==> src/rtl/ctc_timer_pkg.sv <==
package ctc_timer_pkg;
  localparam int REG_AW = 3;

  typedef enum logic [REG_AW-1:0] {
    REG_CTRL   = 3'd0,
    REG_CNT_LO = 3'd1,
    REG_CNT_HI = 3'd2,
    REG_TOP_LO = 3'd3,
    REG_TOP_HI = 3'd4,
    REG_CAP_LO = 3'd5,
    REG_CAP_HI = 3'd6
  } reg_addr_e;

  localparam int FLAG_CMP  = 0;
  localparam int FLAG_OVF  = 1;
  localparam int FLAG_CAP  = 2;
  localparam int NUM_FLAGS = 3;
endpackage

==> src/rtl/ctc_count_core.sv <==
module ctc_count_core #(
  parameter int CNT_W = 16
) (
  input  logic               clk,
  input  logic               rst_n,
  input  logic               tick_en,
  input  logic               ctc_mode,
  input  logic [CNT_W-1:0]   top_val,
  input  logic               wr_lo,
  input  logic               wr_hi,
  input  logic [CNT_W/2-1:0] wr_byte,
  output logic [CNT_W-1:0]   cnt_q,
  output logic               match_evt,
  output logic               wrap_evt
);
  localparam int HALF = CNT_W / 2;
  localparam logic [CNT_W-1:0] MAXV = {CNT_W{1'b1}};

  // Exact equality only: a TOP below the count is never seen as a match.
  function automatic logic hits_top(input logic [CNT_W-1:0] c,
                                    input logic [CNT_W-1:0] t,
                                    input logic ctc);
    return ctc && (c == t);
  endfunction

  function automatic logic [CNT_W-1:0] step(input logic [CNT_W-1:0] c,
                                            input logic [CNT_W-1:0] t,
                                            input logic ctc);
    return hits_top(c, t, ctc) ? '0 : c + 1'b1;
  endfunction

  logic sw_write;
  assign sw_write  = wr_lo | wr_hi;
  assign match_evt = tick_en && !sw_write && hits_top(cnt_q, top_val, ctc_mode);
  assign wrap_evt  = tick_en && !sw_write && (cnt_q == MAXV);

  always_ff @(posedge clk or negedge rst_n) begin
    if (!rst_n) begin
      cnt_q <= '0;
    end else if (sw_write) begin
      if (wr_lo) cnt_q[HALF-1:0]     <= wr_byte;
      if (wr_hi) cnt_q[CNT_W-1:HALF] <= wr_byte;
    end else if (tick_en) begin
      cnt_q <= step(cnt_q, top_val, ctc_mode);
    end
  end
endmodule

==> src/rtl/ctc_capture_unit.sv <==
module ctc_capture_unit #(
  parameter int CNT_W       = 16,
  parameter int SYNC_STAGES = 2
) (
  input  logic             clk,
  input  logic             rst_n,
  input  logic [1:0]       evt_in,
  input  logic             src_sel,
  input  logic [CNT_W-1:0] cnt_q,
  output logic             cap_evt,
  output logic [CNT_W-1:0] cap_val
);
  logic [1:0] evt_sync;
  logic       sel_lvl;
  logic       sel_prev;

  for (genvar g = 0; g < 2; g++) begin : g_sync
    logic [SYNC_STAGES-1:0] chain;
    always_ff @(posedge clk or negedge rst_n) begin
      if (!rst_n) chain <= '0;
      else        chain <= {chain[SYNC_STAGES-2:0], evt_in[g]};
    end
    assign evt_sync[g] = chain[SYNC_STAGES-1];
  end

  assign sel_lvl = evt_sync[src_sel];
  assign cap_evt = sel_lvl && !sel_prev;

  always_ff @(posedge clk or negedge rst_n) begin
    if (!rst_n) begin
      sel_prev <= 1'b0;
      cap_val  <= '0;
    end else begin
      sel_prev <= sel_lvl;
      if (cap_evt) cap_val <= cnt_q;
    end
  end
endmodule

==> src/rtl/ctc_flag_bank.sv <==
module ctc_flag_bank #(
  parameter int N = 3
) (
  input  logic         clk,
  input  logic         rst_n,
  input  logic [N-1:0] set_i,
  input  logic [N-1:0] clr_i,
  output logic [N-1:0] flag_q
);
  for (genvar i = 0; i < N; i++) begin : g_flag
    always_ff @(posedge clk or negedge rst_n) begin
      if (!rst_n)        flag_q[i] <= 1'b0;
      else if (set_i[i]) flag_q[i] <= 1'b1;
      else if (clr_i[i]) flag_q[i] <= 1'b0;
    end
  end
endmodule

==> src/rtl/ctc_reg_file.sv <==
module ctc_reg_file
  import ctc_timer_pkg::*;
#(
  parameter int BYTE_W = 8
) (
  input  logic                clk,
  input  logic                rst_n,
  input  logic                wr_en,
  input  logic [REG_AW-1:0]   wr_addr,
  input  logic [BYTE_W-1:0]   wr_data,
  input  logic [REG_AW-1:0]   rd_addr,
  input  logic [2*BYTE_W-1:0] cnt_q,
  input  logic [2*BYTE_W-1:0] cap_val,
  output logic [BYTE_W-1:0]   rd_data,
  output logic                ctc_mode,
  output logic                cap_sel,
  output logic [2*BYTE_W-1:0] top_val,
  output logic                cnt_wr_lo,
  output logic                cnt_wr_hi
);
  localparam int CNT_W = 2 * BYTE_W;

  assign cnt_wr_lo = wr_en && (wr_addr == REG_CNT_LO);
  assign cnt_wr_hi = wr_en && (wr_addr == REG_CNT_HI);

  always_ff @(posedge clk or negedge rst_n) begin
    if (!rst_n) begin
      ctc_mode <= 1'b0;
      cap_sel  <= 1'b0;
      top_val  <= '0;
    end else if (wr_en) begin
      case (wr_addr)
        REG_CTRL: begin
          ctc_mode <= wr_data[0];
          cap_sel  <= wr_data[1];
        end
        REG_TOP_LO: top_val[BYTE_W-1:0]     <= wr_data;
        REG_TOP_HI: top_val[CNT_W-1:BYTE_W] <= wr_data;
        default: ;
      endcase
    end
  end

  always_comb begin
    rd_data = '0;
    case (rd_addr)
      REG_CTRL:   rd_data = {{(BYTE_W-2){1'b0}}, cap_sel, ctc_mode};
      REG_CNT_LO: rd_data = cnt_q[BYTE_W-1:0];
      REG_CNT_HI: rd_data = cnt_q[CNT_W-1:BYTE_W];
      REG_TOP_LO: rd_data = top_val[BYTE_W-1:0];
      REG_TOP_HI: rd_data = top_val[CNT_W-1:BYTE_W];
      REG_CAP_LO: rd_data = cap_val[BYTE_W-1:0];
      REG_CAP_HI: rd_data = cap_val[CNT_W-1:BYTE_W];
      default:    rd_data = '0;
    endcase
  end
endmodule

==> src/rtl/capture_ctc_timer.sv <==
module capture_ctc_timer
  import ctc_timer_pkg::*;
#(
  parameter int BYTE_W      = 8,
  parameter int SYNC_STAGES = 2
) (
  input  logic              clk,
  input  logic              rst_n,
  input  logic              tick_en,
  input  logic              wr_en,
  input  logic [REG_AW-1:0] wr_addr,
  input  logic [BYTE_W-1:0] wr_data,
  input  logic [REG_AW-1:0] rd_addr,
  output logic [BYTE_W-1:0] rd_data,
  input  logic              evt_a,
  input  logic              evt_b,
  input  logic              cmp_clr,
  input  logic              ovf_clr,
  input  logic              cap_clr,
  output logic              cmp_flag,
  output logic              ovf_flag,
  output logic              cap_flag
);
  localparam int CNT_W = 2 * BYTE_W;

  logic [CNT_W-1:0]     cnt_q;
  logic [CNT_W-1:0]     top_val;
  logic [CNT_W-1:0]     cap_val;
  logic                 ctc_mode;
  logic                 cap_sel;
  logic                 cnt_wr_lo;
  logic                 cnt_wr_hi;
  logic                 cnt_wr;
  logic                 match_evt;
  logic                 wrap_evt;
  logic                 cap_evt;
  logic [NUM_FLAGS-1:0] flag_set;
  logic [NUM_FLAGS-1:0] flag_clr;
  logic [NUM_FLAGS-1:0] flag_q;

  assign cnt_wr = cnt_wr_lo | cnt_wr_hi;

  ctc_reg_file #(.BYTE_W(BYTE_W)) u_regs (
    .clk(clk), .rst_n(rst_n), .wr_en(wr_en), .wr_addr(wr_addr),
    .wr_data(wr_data), .rd_addr(rd_addr), .cnt_q(cnt_q), .cap_val(cap_val),
    .rd_data(rd_data), .ctc_mode(ctc_mode), .cap_sel(cap_sel),
    .top_val(top_val), .cnt_wr_lo(cnt_wr_lo), .cnt_wr_hi(cnt_wr_hi)
  );

  ctc_count_core #(.CNT_W(CNT_W)) u_core (
    .clk(clk), .rst_n(rst_n), .tick_en(tick_en), .ctc_mode(ctc_mode),
    .top_val(top_val), .wr_lo(cnt_wr_lo), .wr_hi(cnt_wr_hi),
    .wr_byte(wr_data), .cnt_q(cnt_q), .match_evt(match_evt),
    .wrap_evt(wrap_evt)
  );

  ctc_capture_unit #(.CNT_W(CNT_W), .SYNC_STAGES(SYNC_STAGES)) u_cap (
    .clk(clk), .rst_n(rst_n), .evt_in({evt_b, evt_a}), .src_sel(cap_sel),
    .cnt_q(cnt_q), .cap_evt(cap_evt), .cap_val(cap_val)
  );

  always_comb begin
    flag_set           = '0;
    flag_clr           = '0;
    flag_set[FLAG_CMP] = match_evt;
    flag_set[FLAG_OVF] = wrap_evt;
    flag_set[FLAG_CAP] = cap_evt;
    flag_clr[FLAG_CMP] = cmp_clr;
    flag_clr[FLAG_OVF] = ovf_clr;
    flag_clr[FLAG_CAP] = cap_clr;
  end

  ctc_flag_bank #(.N(NUM_FLAGS)) u_flags (
    .clk(clk), .rst_n(rst_n), .set_i(flag_set), .clr_i(flag_clr),
    .flag_q(flag_q)
  );

  assign cmp_flag = flag_q[FLAG_CMP];
  assign ovf_flag = flag_q[FLAG_OVF];
  assign cap_flag = flag_q[FLAG_CAP];
endmodule

==> config.mk <==
export PLATFORM = sky130hd
export DESIGN_NAME = capture_ctc_timer
export DESIGN_NICKNAME = d
export VERILOG_FILES = /design/src/rtl/ctc_timer_pkg.sv /design/src/rtl/ctc_count_core.sv /design/src/rtl/ctc_capture_unit.sv /design/src/rtl/ctc_flag_bank.sv /design/src/rtl/ctc_reg_file.sv /design/src/rtl/capture_ctc_timer.sv
export SDC_FILE = /design/constraint.sdc
export NUM_CORES = 1
export LEC_CHECK = 0
export ABC_AREA = 1
export CAP_MARGIN = 20
export CORE_ASPECT_RATIO = 1.25
export CORE_MARGIN = 4
export CORE_UTILIZATION = 60
export DETAILED_ROUTE_END_ITERATION = 16
export DONT_BUFFER_PORTS = 1
export PLACE_DENSITY_LB_ADDON = 0.25
export SYNTH_ARGS = -nofsm -noshare
export SYNTH_HDL_FRONTEND = slang
export SYNTH_SLANG_ARGS = --single-unit
==> constraint.sdc <==
create_clock -name clk -period 2.15 [get_ports clk]
set_clock_uncertainty 0.2 [all_clocks]
set_input_delay 0.645 -clock clk [delete_from_list [all_inputs] [get_ports clk]]
set_output_delay 0.645 -clock clk [all_outputs]
set_load 0.05 [all_outputs]
==> results of run 1 <==
[layer usage]
| layer | GRT usage (%) | up-vias |
|---|---|---|
| met2 | 44.2 | 98 |
| li1 | - | 1569 |
| met1 | 36.2 | 1535 |
| met3 | 5.26 | 18 |
| met4 | 11.5 | 0 |
| met5 | 0 | - |
[power by group through the flow]
stage	Combinational, mW	Clock, mW	Sequential [mW]
final	1.88	0.942	1.73
after global routing	2.12	0.998	1.77
after CTS	1.85	0.945	1.72
after detailed placement	1.80	0	1.75
after global placement	1.75	0	1.72
after floorplan	1.40	0	1.66
[metrics by stage]
step / hold slack, ns / setup slack [ns] / area [um2]
6_report: -0.213 / -0.226 / 4060
5_1_grt: -0.217 / -0.255 / 4060
4_1_cts: -0.215 / -0.239 / 4030
3_5_place_dp: 0.136 / -0.242 / 3780
3_3_place_gp: 0.133 / -0.171 / 3780
2_1_floorplan: 0.131 / -0.178 / 3580
[worst register-to-register path: stages, from the launching register on]
cell and delay, ns:
dfrtp_2 0.38, buf_4 0.15, ha_1 0.19, nand2_1 0.09, nor2_1 0.20, nand3_1 0.17, nor2_1 0.13, nand2_1 0.06
nand2_1 0.07, nand3_1 0.07, a21oi_1 0.13
[worst paths after layout]
kind,slack (ns),end,cells after the start
setup reg to reg,0.25,u_core.cnt_q[14],10
hold / removal,-0.21,u_cap.g_sync[0].chain[1],0
max in group asynchronous,1.85,u_regs.top_val[5],0
hold reg to reg,0.15,u_cap.g_sync[1].chain[1],0
min in group clk,0.13,u_cap.g_sync[0].chain[0],0
setup / recovery,-0.23,rd_data[7],4
[cell families (layout without fill, tap and decap cells)]
kind of cell               Yosys count  after routing  share of synthesized area, %
adders and majority gates            1              1                         0.367
buffers and inverters               98            126                          11.7
xor gates and xnor gates             8              8                          2.06
and+or+nand+nor                    210            210                          27.0
AOI/OAI and AO/OA                   96             96                          16.3
DFF                                 58             58                          42.6
[state kept, by name (all words and copies together) (netlist names)]
signal              flops
u_regs.ctc_mode         1
u_cap.cap_val          16
u_regs.cap_sel          1
u_core.cnt_q           16
u_flags.flag_q          3
u_cap.g_sync.chain      4
u_cap.sel_prev          1
u_regs.top_val         16
[repair_timing]
action / 4_1_cts / 5_1_grt
resized for setup: 15 / 4
pin swaps: 3 / 4
setup buffers: 2 / 3
endpoints found under the setup margin: 8 / 8
endpoints found under the hold margin: 58 / 58
gates cloned: 0 / 0
[layout by cell type, fill, tap and decap left out, types with 5 or more instances in the layout]
cell,count
dfrtp_1,56
buf_4,18
inv_2,10
a21oi_1,23
clkbuf_8,12
o22ai_1,15
inv_1,73
o21ai_0,41
nand4_1,9
nand2_1,109
buf_12,5
nor2_1,47
nand3_1,25
nand3_2,5
o221ai_4,7
xor2_1,8
[area by class of cell]
cell class	instances	area (um2)	share of cell area, %
well taps	64	80.1	1.97
clock buffers	14	173	4.25
clock inverters	2	10.0	0.246
inverters	87	348	8.56
flip-flops and latches	58	1450	35.8
repair buffers	23	235	5.79
multi-input cells	315	1760	43.4
==> metrics.yaml, run 1 <==
drive_gt1_share_pct: 17.0
met3_length_um: 509
clock-sinks: 58
antenna_found_initial: 0
dr.first_iter.drc_count: 253
ys_seq_elements: 58
syn-num-nets: 495
p_clk_share_pct: 20.7
area_delta_synth_final_pct: 19.2
synth_top_area_cell: "dfrtp_1"
p_sw_mw: 1.93
fin_ws_ns: -0.226
arrival_ns: 1.53
synth.distinct_cells: 30
crit_buf_inv: 2
drc: 0
start_util_pct: 62.2
fin_crit_sh_pct: 111
whs_ns: -0.213
grt.total_usage_pct: 27.8
grt_pass1_vias: 3171
synth_top_area_share_pct: 42.6
async_reset_ff_share_pct: 100
post-route-util_pct: 74.1
ios: 34
netlist_instances: 471
cp.required_ns: 1.30
wl_per_cell_um: 15.6
finalHoldViolCount: 58
via_per_inst: 5.72
drv_cap: 0
crit_start: "rd_addr[1]"
fillers: 429
vias: 3220
final_cells: 563
routed.top_layer: "met4"
p_per_area_mw_per_mm2: 1120
io_buffers: 0
slew_violations: 0
place_congestion: 0.906
seqPwrFrac_pct: 38.0
syn_avg_cell_area_um2: 7.24
routed-wl-met2_um: 4420
setup_violations: 8
synth-edff-count: 0
p_comb_share_pct: 41.3
p_leak_nw: 2.04
cts_tree: "done"
tightest_slew_ns: 0.480
outcome: "finished, violations left"
path_max_fanout: 7
htree_levels: 3
peakVddDrop_mv: 0.628
cts-root-buf: "clkbuf_8"
synth_common_cells: "110 x nand2_1, 80 x inv_1, 58 x dfrtp_1"
overflow: 0
ys.flop_type: "dfrtp_1"
timing.slew.headroom_pct: 68.0
diodes: 0
place_inst: 542
routed_wl_um: 8800
fin_crit_ns: 2.38
switching_share_pct: 42.4
cp_top_family: "compound AO/OA/AOI/OAI gates"
endpoint_kind: "primary output"
synthesis.area_mm2: 0.00341
numCtsBuffers: 9
clk_pin_slew_ns: 0.07
clock_latency_ns: 0.35
violations: "negative hold slack, negative setup slack"
fp.dieH_um: 92.3
crit_chain: "nor3_4 -> bufinv_8 -> buf_12 -> o221ai_4"
nets: 518
hp-class: "input pin to async pin"
cp_slowest_stage_delay_ns: 0.38
grt_pass1_wl_um: 14800
drt_pass1_iterations: 5
ys_seq_area_share_pct: 42.6
start_kind: "input pin"
drt.antenna.violating_nets: 0
core_mm2: 0.00548
dp_hpwl_um: 6530
yosys_warnings: 0
fin_setup_tns_ns: -1.58
row_count: 30
crit_slowest_cell: "o221ai_4"
synth.most_common_cell: "nand2_1"
r2r-start: "u_core.cnt_q[1]"
met1Wirelength_um: 3680
clock_path_buffers: 2
grt_max_degree: 59
internal_power_mw: 2.63
critPathKind: "input pin to primary output"
dieArea_mm2: 0.00696
synth_area_leaders: "dfrtp_1 43%, nand2_1 12%, inv_1 8.8%"
rsz0062_at_grt: "yes"
die_w_um: 75.4
power_mw: 4.55
fmax_mhz: 421
(Power assumes the default switching activity.)
==> run 2: changes to the inputs <==
--- a/config.mk
+++ b/config.mk
@@ -10,6 +10,7 @@
 export CORE_ASPECT_RATIO = 1.25
 export CORE_MARGIN = 4
 export CORE_UTILIZATION = 60
+export CTS_CLUSTER_SIZE = 14
 export DETAILED_ROUTE_END_ITERATION = 16
 export DONT_BUFFER_PORTS = 1
 export PLACE_DENSITY_LB_ADDON = 0.25
==> constraint.sdc (replaced) <==
create_clock -name clk -period 2.3 [get_ports clk]
set_clock_uncertainty 0.2 [all_clocks]
set_input_delay 0.69 -clock clk [delete_from_list [all_inputs] [get_ports clk]]
set_output_delay 0.69 -clock clk [all_outputs]
set_load 0.05 [all_outputs]
==> metrics.yaml, run 2 (synthesized netlist as in run 1, its figures left out) <==
fin_setup_tns_ns: -1.06  # +0.523 ns
arrival_ns: 1.58  # +0.05 ns
design_area_mm2: 0.00398  # -2.0%
row_count: 30  # unchanged
fp.dieH_um: 92.3  # unchanged
clock_latency_ns: 0.34  # about the same
routed_wl_um: 8640  # -1.8%
numCtsBuffers: 9  # unchanged
dr.first_iter.drc_count: 213  # -16%
drive_gt1_share_pct: 15.2  # -1.9 points
place_congestion: 0.898  # -0.89%
core_mm2: 0.00548  # unchanged
crit_buf_inv: 2  # unchanged
clock_path_buffers: 2  # unchanged
htree_levels: 3  # unchanged
via_per_inst: 5.73  # +0.12%
layout_commonest_cell: "nand2_1"
grt_pass1_wl_um: 14600  # -1.0%
seqPwrFrac_pct: 39.4  # +1.4 points
die_w_um: 75.4  # unchanged
fin_crit_sh_pct: 108
diodes: 0  # unchanged
reg2reg_setup_slack_ns: 0.24  # about the same
drc: 0  # unchanged
power_mw: 4.15  # -8.8%
wl_per_cell_um: 15.7  # +0.14%
switching_share_pct: 43.6  # +1.3 points
clk_pin_slew_ns: 0.06  # about the same
slew_violations: 0  # unchanged
whs_ns: 0.00468  # +0.217 ns
cp.required_ns: 1.41  # +0.11 ns
p_sw_mw: 1.81  # -6.0%
rsz0062_at_grt: "yes"
crit_slowest_cell: "o221ai_4"
setup_violations: 8  # unchanged
internal_power_mw: 2.34  # -11%
drv_cap: 0  # unchanged
crit_chain: "nor3_4 -> bufinv_8 -> buf_12 -> o221ai_4"
cp_slowest_stage_delay_ns: 0.38  # about the same
antenna_found_initial: 0  # unchanged
cp_top_family: "compound AO/OA/AOI/OAI gates"
peakVddDrop_mv: 0.567  # -9.7%
reg_top3: "u_cap.cap_val: 16 flops, u_core.cnt_q: 16 flops, u_regs.top_val: 16 flops"
grt_max_degree: 59  # unchanged
p_per_area_mw_per_mm2: 1040  # -6.9%
grt_pass1_vias: 3152  # -0.60%
cts_tree: "done"
endpoint_kind: "primary output"
start_kind: "input pin"
ios: 34  # unchanged
violations: "negative setup slack"
fin_ws_ns: -0.175  # +0.0513 ns
p_clk_share_pct: 19.2  # -1.5 points
nets: 509  # -1.7%
area_delta_synth_final_pct: 16.8
path_max_fanout: 7  # unchanged
tightest_slew_ns: 0.574  # +0.0938 ns
fmax_mhz: 404
hp-class: "input pin to async pin"
drt.antenna.violating_nets: 0  # unchanged
start_util_pct: 62.2  # unchanged
clock-sinks: 58  # unchanged
p_comb_share_pct: 41.4  # about the same
p_leak_nw: 2.00  # -1.9%
grt.total_usage_pct: 27.3  # -0.47 points
cts-root-buf: "clkbuf_8"
placedInstanceArea_mm2: 0.00371  # -1.7%
reg2reg_depth: 9  # -1
vias: 3161  # -1.8%
io_buffers: 0  # unchanged
dieArea_mm2: 0.00696  # unchanged
critPathKind: "input pin to primary output"
crit_cells: 4  # unchanged
dp_hpwl_um: 6390  # -2.1%
drt_pass1_iterations: 5  # unchanged
final_cell_mix: "109 x nand2_1, 77 x inv_1, 57 x dfrtp_1"
finalHoldViolCount: 0  # -100%
timing.slew.headroom_pct: 61.6  # -6.4 points
overflow: 0  # unchanged
outcome: "finished, violations left"
fin_crit_ns: 2.47
run 2: cell count changes in the layout (fill, tap and decap cells not counted), sizes merged:
| cell | before | now |
|---|---|---|
| clkinv | 2 | 4 |
| clkbuf | 14 | 10 |
| buf | 23 | 14 |
run 2: cell type report:
cell class,count,area (um2)
clock buffers,10,138
flip-flops and latches,58,1450
multi-input cells,315,1770
clock inverters,4,20.0
inverters,87,345
well taps,64,80.1
fillers,450,1500
repair buffers,14,175
run 2: final timing paths:
kind,from,to
setup / recovery,rd_addr[1],rd_data[7]
hold / removal,rst_n,u_cap.sel_prev
setup reg to reg,u_core.cnt_q[13],u_core.cnt_q[5]
hold reg to reg,u_cap.g_sync[1].chain[0],u_cap.g_sync[1].chain[1]
max in group asynchronous,rst_n,u_flags.flag_q[1]
min in group clk,u_cap.g_sync[1].chain[0],u_cap.g_sync[1].chain[1]
run 2: metrics by stage:
step	instances	setup WS [ns]	utilization (%)
floorplan	471	-0.118	-
global placement	535	-0.109	67.8
detailed placement	535	-0.202	67.8
CTS	552	-0.180	72.4
global route	552	-0.190	72.6
finish	552	-0.175	72.6
run 2: metal layers:
metal | track usage, % | wire, um
met1 | 36.6 | 3720
met5 | 0 | 0
met3 | 5.48 | 519
met4 | 9.33 | 122
met2 | 43.3 | 4280
run 2: power groups by stage:
stage	combinational (mW)	clock (mW)	sequential [mW]
after global placement	1.58	0	1.63
after detailed placement	1.63	0	1.65
after global routing	1.92	0.854	1.68
after floorplan	1.31	0	1.56
after CTS	1.71	0.807	1.63
final	1.72	0.797	1.64
run 2: worst reg2reg max path, delay by kind of cell, from the launching register on:
kind | cells | cell delay, ns
AO/OA/AOI/OAI | 1 | 0.08
buffers and inverters | 1 | 0.19
flip-flops | 1 | 0.46
AND/OR/NAND/NOR | 7 | 1.02
run 2: what timing repair did:
action / in CTS / in global routing
resized for setup: 11 / 3
buffers inserted: 2 / 0
hold buffers: 1 / 0
cloned: 0 / 0
setup endpoints to repair: 8 / 8
endpoints found under the hold margin: 58 / 0
pin swaps: 4 / 5
==> run 3: changes to the inputs <==
==> constraint.sdc (replaced) <==
create_clock -name clk -period 2.8 [get_ports clk]
set_clock_uncertainty 0.2 [all_clocks]
set_input_delay 0.84 -clock clk [delete_from_list [all_inputs] [get_ports clk]]
set_output_delay 0.84 -clock clk [all_outputs]
set_load 0.05 [all_outputs]
==> metrics.yaml, run 3 (synthesized netlist as in run 1, its figures left out) <==
seqPwrFrac_pct: 40.4  # +1.0 points
hp-class: "input pin to async pin"
numCtsBuffers: 9  # unchanged
fin_crit_sh_pct: 98.5
overflow: 0  # unchanged
slew_violations: 0  # unchanged
ios: 34  # unchanged
drt_pass1_iterations: 5  # unchanged
p_leak_nw: 1.94  # -2.8%
core_mm2: 0.00548  # unchanged
htree_levels: 3  # unchanged
routed_wl_um: 8490  # -1.8%
arrival_ns: 1.72  # +0.14 ns
via_per_inst: 5.79  # +1.1%
place_congestion: 0.896  # -0.24%
rsz0062_at_grt: "yes"
crit_chain: "inv_1 -> nor3_1 -> inv_2 -> o221ai_1 -> buf_4"
crit_slowest_cell: "buf_4"
fmax_mhz: 362
cts-root-buf: "clkbuf_8"
endpoint_kind: "primary output"
tightest_slew_ns: 0.853  # +0.280 ns
switching_share_pct: 42.5  # -1.2 points
reg_top3: "u_cap.cap_val: 16 flops, u_core.cnt_q: 16 flops, u_regs.top_val: 16 flops"
die_w_um: 75.4  # unchanged
reg2reg_depth: 9  # unchanged
dr.first_iter.drc_count: 243  # +14%
drive_gt1_share_pct: 11.7  # -3.5 points
drc: 0  # unchanged
diodes: 0  # unchanged
p_clk_share_pct: 23.2  # +4.0 points
start_util_pct: 62.2  # unchanged
fp.dieH_um: 92.3  # unchanged
antenna_found_initial: 0  # unchanged
setup_violations: 0  # -8
clock_latency_ns: 0.35  # about the same
cts_tree: "done"
fin_crit_ns: 2.76
finalHoldViolCount: 0  # unchanged
path_max_fanout: 7  # unchanged
p_per_area_mw_per_mm2: 907  # -13%
start_kind: "input pin"
timing.slew.headroom_pct: 43.0  # -19 points
area_delta_synth_final_pct: 10.9
seq_area_mm2: 0.00145  # about the same
grt.total_usage_pct: 26.0  # -1.3 points
cp_slowest_stage_delay_ns: 0.24  # -0.14 ns
fillers: 462  # +2.7%
p_sw_mw: 1.46  # -20%
outcome: "completed"
wl_per_cell_um: 15.4  # -1.7%
multi_input_area_mm2: 0.00159  # -10%
grt_pass1_vias: 3024  # -4.1%
layout_commonest_cell: "nand2_1"
final_cell_mix: "109 x nand2_1, 78 x inv_1, 58 x dfrtp_1"
design_area_mm2: 0.00378  # -5.0%
cp.required_ns: 1.76  # +0.35 ns
drv_cap: 0  # unchanged
clock_path_buffers: 2  # unchanged
io_buffers: 0  # unchanged
vias: 3191  # +0.95%
internal_power_mw: 1.97  # -16%
drt.antenna.violating_nets: 0  # unchanged
row_count: 30  # unchanged
peakVddDrop_mv: 0.497  # -12%
clock-sinks: 58  # unchanged
placedInstanceArea_mm2: 0.00353  # -5.0%
p_comb_share_pct: 36.5  # -4.9 points
fin_setup_tns_ns: 0  # +1.06 ns
clk_pin_slew_ns: 0.07  # about the same
critPathKind: "input pin to primary output"
grt_pass1_wl_um: 13700  # -6.1%
whs_ns: 0.135  # +0.130 ns
dieArea_mm2: 0.00696  # unchanged
dp_hpwl_um: 6100  # -4.4%
nets: 506  # -0.59%
grt_max_degree: 59  # unchanged
-- run 3: cell count changes in the layout (fill, tap and decap cells not counted), moves of 3 or more --
| cell | delta |
|---|---|
| nor3_1 | +3 |
| clkinv_2 | -3 |
| clkinvlp_4 | +3 |
| o221ai_1 | +5 |
| o221ai_4 | -7 |
-- run 3: critical path, delay by kind of cell --
family	cells	cell delay, ns
buffers and inverters	3	0.42
and+or+nand+nor	1	0.23
AOI/OAI and AO/OA	1	0.23
-- run 3: power groups by stage --
stage,clock [mW],sequential (mW),combinational (mW)
floorplan,0,1.28,0.986
global placement,0,1.38,1.17
detailed placement,0,1.39,1.21
CTS,0.808,1.37,1.24
global route,0.851,1.41,1.40
finish,0.795,1.38,1.25
-- run 3: what timing repair did --
item,CTS,global route
hold buffers,1,0
gates resized for setup,2,4
buffers inserted,0,0
hold endpoints to repair,58,0
endpoints found under the setup margin,2,6
-- run 3: per-layer routing --
| layer | part of all wire, % | track usage [%] | vias to the layer above | routed length (um) |
|---|---|---|---|---|
| met5 | 0 | 0 | - | 0 |
| met4 | 2.7 | 9.91 | 0 | 231 |
| met3 | 7.6 | 6.36 | 23 | 642 |
| met2 | 48 | 40.3 | 143 | 4080 |
| met1 | 42 | 34.7 | 1486 | 3540 |
| li1 | - | - | 1539 | - |
-- run 3: final cells by class --
cell class              count  share of cell area, %
flip-flops and latches     58                   38.4
clock buffers              10                   3.64
clock inverters             6                   1.75
well taps                  64                   2.12
multi-input cells         315                   42.0
inverters                  87                   8.71
repair buffers             11                   3.38
-- run 3: per-stage QoR --
step | total power [mW] | utilization, % | setup WS, ns | cells
2_1_floorplan | 2.26 | - | -0.261 | 471
4_1_cts | 3.42 | 68.8 | 0.0146 | 551
5_1_grt | 3.67 | 69.0 | -0.0100 | 551
3_3_place_gp | 2.55 | 64.4 | 0.0285 | 534
6_report | 3.43 | 69.0 | 0.0409 | 551
3_5_place_dp | 2.59 | 64.4 | -0.00116 | 534
-- run 3: final timing paths --
| check | start | endpoint | slack [ns] |
|---|---|---|---|
| setup / recovery | rd_addr[1] | rd_data[5] | 0.04 |
| hold / removal | rst_n | u_cap.sel_prev | 0.13 |
| setup reg to reg | u_core.cnt_q[7] | u_core.cnt_q[3] | 0.74 |
| hold reg to reg | u_cap.g_sync[0].chain[0] | u_cap.g_sync[0].chain[1] | 0.15 |
| max in group asynchronous | rst_n | u_core.cnt_q[13] | 1.99 |
| min in group clk | u_cap.g_sync[0].chain[0] | u_cap.g_sync[0].chain[1] | 0.15 |
